File: config.mk
export PLATFORM = sky130hd
export DESIGN_NAME = lat_trig_matcher
export DESIGN_NICKNAME = d
export VERILOG_FILES = /design/src/rtl/ltm_pkg.sv /design/src/rtl/ltm_wr_decode.sv /design/src/rtl/ltm_cell.sv /design/src/rtl/ltm_out_select.sv /design/src/rtl/lat_trig_matcher.sv
export SDC_FILE = /design/constraint.sdc
export NUM_CORES = 1
export LEC_CHECK = 0
export CAP_MARGIN = 10
export CELL_PAD_IN_SITES_DETAIL_PLACEMENT = 1
export CELL_PAD_IN_SITES_GLOBAL_PLACEMENT = 2
export CORE_ASPECT_RATIO = 0.7
export CORE_MARGIN = 2
export CORE_UTILIZATION = 30
export CTS_CLUSTER_DIAMETER = 100
export DETAILED_ROUTE_END_ITERATION = 10
export GPL_TIMING_DRIVEN = 0
export PLACE_DENSITY_LB_ADDON = 0.05
export RECOVER_POWER = 50
export SETUP_SLACK_MARGIN = 0.05
export SLEW_MARGIN = 0
export SYNTH_ARGS = -nofsm -noshare
export SYNTH_HDL_FRONTEND = slang
export SYNTH_SLANG_ARGS = --single-unit
File: constraint.sdc
create_clock -name clk -period 2.3 [get_ports clk]
set_clock_uncertainty 0.05 [all_clocks]
set_input_delay 0.23 -clock clk [delete_from_list [all_inputs] [get_ports clk]]
set_output_delay 0.23 -clock clk [all_outputs]
set_load 0.02 [all_outputs]
File: src/rtl/ltm_pkg.sv
package ltm_pkg;
  typedef enum logic [1:0] {
    SLOT_FREE = 2'd0,
    SLOT_WAIT = 2'd1,
    SLOT_HIT  = 2'd2
  } slot_state_e;
endpackage

File: src/rtl/ltm_wr_decode.sv
module ltm_wr_decode #(
  parameter int NUM_CELLS = 8,
  localparam int AW = (NUM_CELLS > 1) ? $clog2(NUM_CELLS) : 1
) (
  input  logic                 clk,
  input  logic                 rst_n,
  input  logic                 wr_en,
  input  logic [AW-1:0]        wr_addr,
  output logic [NUM_CELLS-1:0] cell_we
);
  for (genvar g = 0; g < NUM_CELLS; g++) begin : g_dec
    assign cell_we[g] = wr_en && (wr_addr == AW'(g));
  end

  // at most one slot is written per cycle
  a_r2_one_write: assert property (@(posedge clk) disable iff (!rst_n)
    $onehot0(cell_we));
endmodule

File: src/rtl/ltm_cell.sv
module ltm_cell
  import ltm_pkg::*;
#(
  parameter int TOA_W   = 16,
  parameter int LATENCY = 400,
  localparam int CW = (LATENCY > 1) ? $clog2(LATENCY) : 1
) (
  input  logic             clk,
  input  logic             rst_n,
  input  logic             we,
  input  logic [TOA_W-1:0] ext_count,
  input  logic             trigger,
  input  logic             grant,
  output logic             busy,
  output logic             hit,
  output logic [TOA_W-1:0] toa
);
  slot_state_e     state_q;
  logic [CW-1:0]   cnt_q;
  logic [TOA_W-1:0] toa_q;

  always_ff @(posedge clk) begin
    if (!rst_n) begin
      state_q <= SLOT_FREE;
      cnt_q   <= '0;
      toa_q   <= '0;
    end else begin
      unique case (state_q)
        SLOT_FREE: begin
          if (we) begin
            state_q <= SLOT_WAIT;
            cnt_q   <= CW'(LATENCY - 1);
            toa_q   <= ext_count;
          end
        end
        SLOT_WAIT: begin
          if (cnt_q != '0) begin
            cnt_q <= cnt_q - 1'b1;
          end else if (trigger) begin
            state_q <= SLOT_HIT;
          end else begin
            state_q <= SLOT_FREE;
          end
        end
        SLOT_HIT: begin
          if (grant) state_q <= SLOT_FREE;
        end
        default: state_q <= SLOT_FREE;
      endcase
    end
  end

  assign busy = (state_q != SLOT_FREE);
  assign hit  = (state_q == SLOT_HIT);
  assign toa  = toa_q;

  // a write into a free slot captures the time stamp
  a_r2_capture: assert property (@(posedge clk) disable iff (!rst_n)
    (!busy && we) |=> (busy && !hit && toa == $past(ext_count)));
  // a write into an occupied slot leaves its stamp alone
  a_r6_ignore_write: assert property (@(posedge clk) disable iff (!rst_n)
    busy |=> $stable(toa));
  // expiry with trigger leads to the matched state
  a_r4_match: assert property (@(posedge clk) disable iff (!rst_n)
    (busy && !hit && cnt_q == '0 && trigger) |=> hit);
  // expiry without trigger frees the slot
  a_r5_discard: assert property (@(posedge clk) disable iff (!rst_n)
    (busy && !hit && cnt_q == '0 && !trigger) |=> !busy);
  // the countdown does not stall or jump while waiting
  a_r3_countdown: assert property (@(posedge clk) disable iff (!rst_n)
    (busy && !hit && cnt_q != '0) |=> (busy && !hit && cnt_q == $past(cnt_q) - 1'b1));
  // a granted matched slot is free at the next cycle
  a_r9_release: assert property (@(posedge clk) disable iff (!rst_n)
    (hit && grant) |=> !busy);
  // a grant only ever reaches a matched slot
  a_r9_grant_hit: assert property (@(posedge clk) disable iff (!rst_n)
    grant |-> hit);
endmodule

File: src/rtl/ltm_out_select.sv
module ltm_out_select #(
  parameter int NUM_CELLS = 8,
  localparam int AW = (NUM_CELLS > 1) ? $clog2(NUM_CELLS) : 1
) (
  input  logic                 clk,
  input  logic                 rst_n,
  input  logic [NUM_CELLS-1:0] hit_vec,
  input  logic                 out_ready,
  output logic                 out_valid,
  output logic [AW-1:0]        sel_idx,
  output logic [NUM_CELLS-1:0] grant_vec
);
  logic          any_hit;
  logic [AW-1:0] pri_idx;
  logic          hold_q;
  logic [AW-1:0] hold_idx_q;

  always_comb begin
    any_hit = 1'b0;
    pri_idx = '0;
    for (int i = NUM_CELLS - 1; i >= 0; i--) begin
      if (hit_vec[i]) begin
        any_hit = 1'b1;
        pri_idx = AW'(i);
      end
    end
  end

  assign sel_idx   = hold_q ? hold_idx_q : pri_idx;
  assign out_valid = hold_q || any_hit;

  for (genvar g = 0; g < NUM_CELLS; g++) begin : g_grant
    assign grant_vec[g] = out_valid && out_ready && (sel_idx == AW'(g));
  end

  always_ff @(posedge clk) begin
    if (!rst_n) begin
      hold_q     <= 1'b0;
      hold_idx_q <= '0;
    end else if (out_valid && !out_ready) begin
      hold_q     <= 1'b1;
      hold_idx_q <= sel_idx;
    end else if (out_valid && out_ready) begin
      hold_q     <= 1'b0;
    end
  end

  // a stalled offer keeps its slot
  a_r8_hold_offer: assert property (@(posedge clk) disable iff (!rst_n)
    (out_valid && !out_ready) |=> (out_valid && $stable(sel_idx)));
  // one grant per transfer
  a_r9_single_grant: assert property (@(posedge clk) disable iff (!rst_n)
    (out_valid && out_ready) |-> $onehot(grant_vec));
  // an offered slot is always matched
  a_r7_offer_is_hit: assert property (@(posedge clk) disable iff (!rst_n)
    out_valid |-> hit_vec[sel_idx]);
endmodule

File: src/rtl/lat_trig_matcher.sv
module lat_trig_matcher #(
  parameter int NUM_CELLS = 8,
  parameter int TOA_W     = 16,
  parameter int LATENCY   = 400,
  localparam int AW = (NUM_CELLS > 1) ? $clog2(NUM_CELLS) : 1
) (
  input  logic                 clk,
  input  logic                 rst_n,
  input  logic [TOA_W-1:0]     ext_count,
  input  logic                 trigger,
  input  logic                 wr_en,
  input  logic [AW-1:0]        wr_addr,
  output logic [NUM_CELLS-1:0] cell_busy,
  output logic [NUM_CELLS-1:0] cell_trig,
  output logic                 out_valid,
  input  logic                 out_ready,
  output logic [TOA_W-1:0]     out_toa,
  output logic [AW-1:0]        out_index
);
  logic [NUM_CELLS-1:0]            cell_we;
  logic [NUM_CELLS-1:0]            grant_vec;
  logic [NUM_CELLS-1:0][TOA_W-1:0] toa_all;

  ltm_wr_decode #(.NUM_CELLS(NUM_CELLS)) u_dec (
    .clk     (clk),
    .rst_n   (rst_n),
    .wr_en   (wr_en),
    .wr_addr (wr_addr),
    .cell_we (cell_we)
  );

  for (genvar g = 0; g < NUM_CELLS; g++) begin : g_cell
    ltm_cell #(.TOA_W(TOA_W), .LATENCY(LATENCY)) u_cell (
      .clk       (clk),
      .rst_n     (rst_n),
      .we        (cell_we[g]),
      .ext_count (ext_count),
      .trigger   (trigger),
      .grant     (grant_vec[g]),
      .busy      (cell_busy[g]),
      .hit       (cell_trig[g]),
      .toa       (toa_all[g])
    );
  end

  ltm_out_select #(.NUM_CELLS(NUM_CELLS)) u_sel (
    .clk       (clk),
    .rst_n     (rst_n),
    .hit_vec   (cell_trig),
    .out_ready (out_ready),
    .out_valid (out_valid),
    .sel_idx   (out_index),
    .grant_vec (grant_vec)
  );

  assign out_toa = toa_all[out_index];

  // stamp on a stalled offer does not change
  a_r8_toa_stable: assert property (@(posedge clk) disable iff (!rst_n)
    (out_valid && !out_ready) |=> $stable(out_toa));
  // a matched slot is always counted as occupied
  a_r10_trig_in_busy: assert property (@(posedge clk) disable iff (!rst_n)
    (cell_trig & ~cell_busy) == '0);
  // the transferred slot is released
  a_r9_slot_freed: assert property (@(posedge clk) disable iff (!rst_n)
    (out_valid && out_ready) |=> !cell_busy[$past(out_index)]);
endmodule

==> flow_metrics.env <==
export IMPL_hold_depth=3
export IMPL_status="finished with violations"
export IMPL_yosysWarnings=0
export IMPL_grt_max_degree=13
export IMPL_vias_per_cell=5.033
export IMPL_grtUsageTotal_pct=21.40
export IMPL_period_share_pct=141.1
export IMPL_syn_avg_cell_area_sq_um=8.214
export IMPL_period_minus_slack_ps=3245
export IMPL_grt_pass1_vias=9079
export IMPL_crit_type="flop to primary output"
export IMPL_max_vdd_ir_drop_uv=438.4
export IMPL_rows=56
export IMPL_fillers=3969
export IMPL_yosys_top_cells_count="nand2_1, dfxtp_1, a21oi_1"
export IMPL_cts_htree_levels=1
export IMPL_tightest_slew_ps=1025
export IMPL_cp_required_ps=2020
export IMPL_arrival_ps=2960
export IMPL_place_hpwl_mm=27.24
export IMPL_die_width_um=225.5
export IMPL_failed_checks="setup timing"
export IMPL_die_area_sq_um=35850
export IMPL_syn_cell_area_sq_um=10300
export IMPL_drive_gt1_share_pct=20.97
export IMPL_yosysUniqueCellTypes=75
export IMPL_syn2layout_area_growth_pct=27.04
export IMPL_routedWlPerCell_um=21.13
export IMPL_setup_viol=38
export IMPL_ios=60
export IMPL_clockBufferDepth=3
export IMPL_p_per_area_nw_per_um2=754.3
export IMPL_fin_ws_ps=-944.6
export IMPL_cts_tree="built"
export IMPL_root_buffer="clkbuf_16"
export IMPL_core_area_sq_um=33630
export IMPL_num_vias=9186
export IMPL_synthesis_nets=1286
export IMPL_hold_path_class="primary input to flop"
export IMPL_final_max_slew_violation_count=0
export IMPL_cts_sinks=220
export IMPL_reg2regPathDepth=6
export IMPL_synth_async_reset_ratio_pct=0
export IMPL_gp_routability_congestion=0.7873
export IMPL_leakage_nw=5.034
export IMPL_fmax_ghz=0.3082
export IMPL_drc=0
export IMPL_synth_edf_count=0
export IMPL_worst_skew_pair_late_latency_ps=540
export IMPL_startpoint_type="flop"
export IMPL_synthTopCellsByArea="dfxtp_1, nand2_1, a21oi_1, mux2_2, mux2i_1"
export IMPL_port_buffers=41
export IMPL_grt_pass1_wl_mm=58.10
export IMPL_clk_pin_slew_ps=70
export IMPL_synthMostInstantiatedCell="nand2_1"
export IMPL_cts_made_buffers=25
export IMPL_synth_top_cell_area_share_pct=42.76
export IMPL_ys_ff_latch=220
export IMPL_report_final_hold_viol_count=0
export IMPL_final_nets=1402
export IMPL_ant_nets=0
export IMPL_yosys_most_used_dff="dfxtp_1"
export IMPL_rsz0062_at_grt="true"
export IMPL_die_h_um=159.0
export IMPL_max_cap_violations=0
export IMPL_final_setup_tns_ps=-16390
export IMPL_dr_pass1_iters=4
export IMPL_dpl_instance_area_sq_um=11370
export IMPL_start_util_pct=30.62
export IMPL_yosys_area_top_type="dfxtp_1"
export IMPL_gr_total_overflow=0
export IMPL_cp_max_fo=7
export IMPL_relSlewSlack_pct=31.15
export IMPL_cp_end_kind="primary output"
export IMPL_drtIter0Drc=496
export IMPL_synth_cells=1254
export IMPL_ys_seq_area_share_pct=42.76
export IMPL_totalWireLength_mm=38.56
export IMPL_antenna_found_initial=2
export IMPL_final_cell_area_sq_um=13090
[worst paths after layout]
check / end / slack [ps] / from
max: out_toa[13] / -940 / g_cell[1].u_cell.state_q[0]
min: g_cell[3].u_cell.toa[2] / 30 / ext_count[2]
max reg2reg: g_cell[6].u_cell.cnt_q[3] / -170 / g_cell[6].u_cell.cnt_q[3]
min reg2reg: g_cell[3].u_cell.toa[7] / 400 / g_cell[3].u_cell.toa[7]
[metal layers]
layer	share of wire (%)	wire length, um	track usage (%)	up-vias
li1	-	-	-	4530
met1	55	21350	34.24	4519
met2	41	15630	30.23	96
met3	2.4	934	2.750	41
met4	1.7	652	3.853	0
met5	0	0	0	-
[what timing repair did]
action / 4_1_cts / 5_1_grt
hold buffers: 11 / 0
gates resized for setup: 197 / 55
pin swaps: 20 / 21
setup endpoints to repair: 85 / 85
gates cloned: 1 / 1
buffers inserted: 22 / 19
endpoints found under the hold margin: 86 / 0
[worst max-delay path: stages (launching register included)]
cell and delay [ps]:
dfxtp_2 330, nand2b_4 140, inv_2 40, or3_4 390, o31a_4 320, clkinv_4 70
nor3_4 40, buf_6 150, buf_12 140, buf_8 120, a22oi_2 310, o221a_4 250
buf_6 110
[state kept, by name, summed over array words and instances, names as in the netlist]
signal                 cells
g_cell.u_cell.toa        128
u_sel.hold_q               1
g_cell.u_cell.state_q     16
u_sel.hold_idx_q           3
g_cell.u_cell.cnt_q       72
[where the power goes]
part           internal, mW  total (mW)  switching, mW
Sequential             3.94        4.05          0.109
Clock                  2.47        4.19           1.71
Combinational         0.695        1.63          0.938
Total                  7.11        9.87           2.76
[final cells by class]
cell class	instances	area, sq um	share of cell area, %
sequential	220	4420	33.78
buffer	95	579.3	4.427
inverter	34	141.4	1.081
tap	435	544.3	4.160
multi-input combinational	902	5642	43.12
clock buffer	38	754.5	5.766
clock inverter	7	85.08	0.6502
antenna	2	5.005	0.03825
timing repair buffer	92	913.4	6.980
[per-stage QoR]
stage	setup WS, ps	instances	power (mW)	hold WS [ps]	util, %
global route	-1012	1825	10.25	40.01	38.91
global placement	-1177	1730	5.511	389.7	33.79
floorplan	22.04	1254	5.005	318.3	-
detailed placement	-1183	1730	5.523	397.4	33.80
CTS	-1005	1809	9.925	14.15	38.09
finish	-944.6	1825	9.870	30.31	38.91
[cells in the final DEF (no fill, tap or decap), types with 13 or more instances in the layout]
cell,count
xor2_1,19
mux2_2,31
nand2_1,301
or3_1,13
dfxtp_1,211
buf_4,55
nor2_1,75
a21oi_1,172
inv_1,26
a22oi_2,16
buf_6,35
mux2i_1,31
clkbuf_16,26
clkbuf_1,50
nor3_1,25
xnor2_1,19
o21ai_0,17
clkdlybuf4s50_1,13
[logic make-up after synthesis]
logic type               count (synthesis)  share of synthesized area, %
flip-flops                             220                         42.76
XOR/XNOR                                38                         3.231
buffers and inverters                  132                         6.195
AND/OR/NAND/NOR                        517                         23.36
AO/OA/AOI/OAI                          272                         16.58
adder cells (fa/ha/maj)                  8                        0.9719
multiplexers                            67                         6.900
Power figures use the tool's default switching activity.
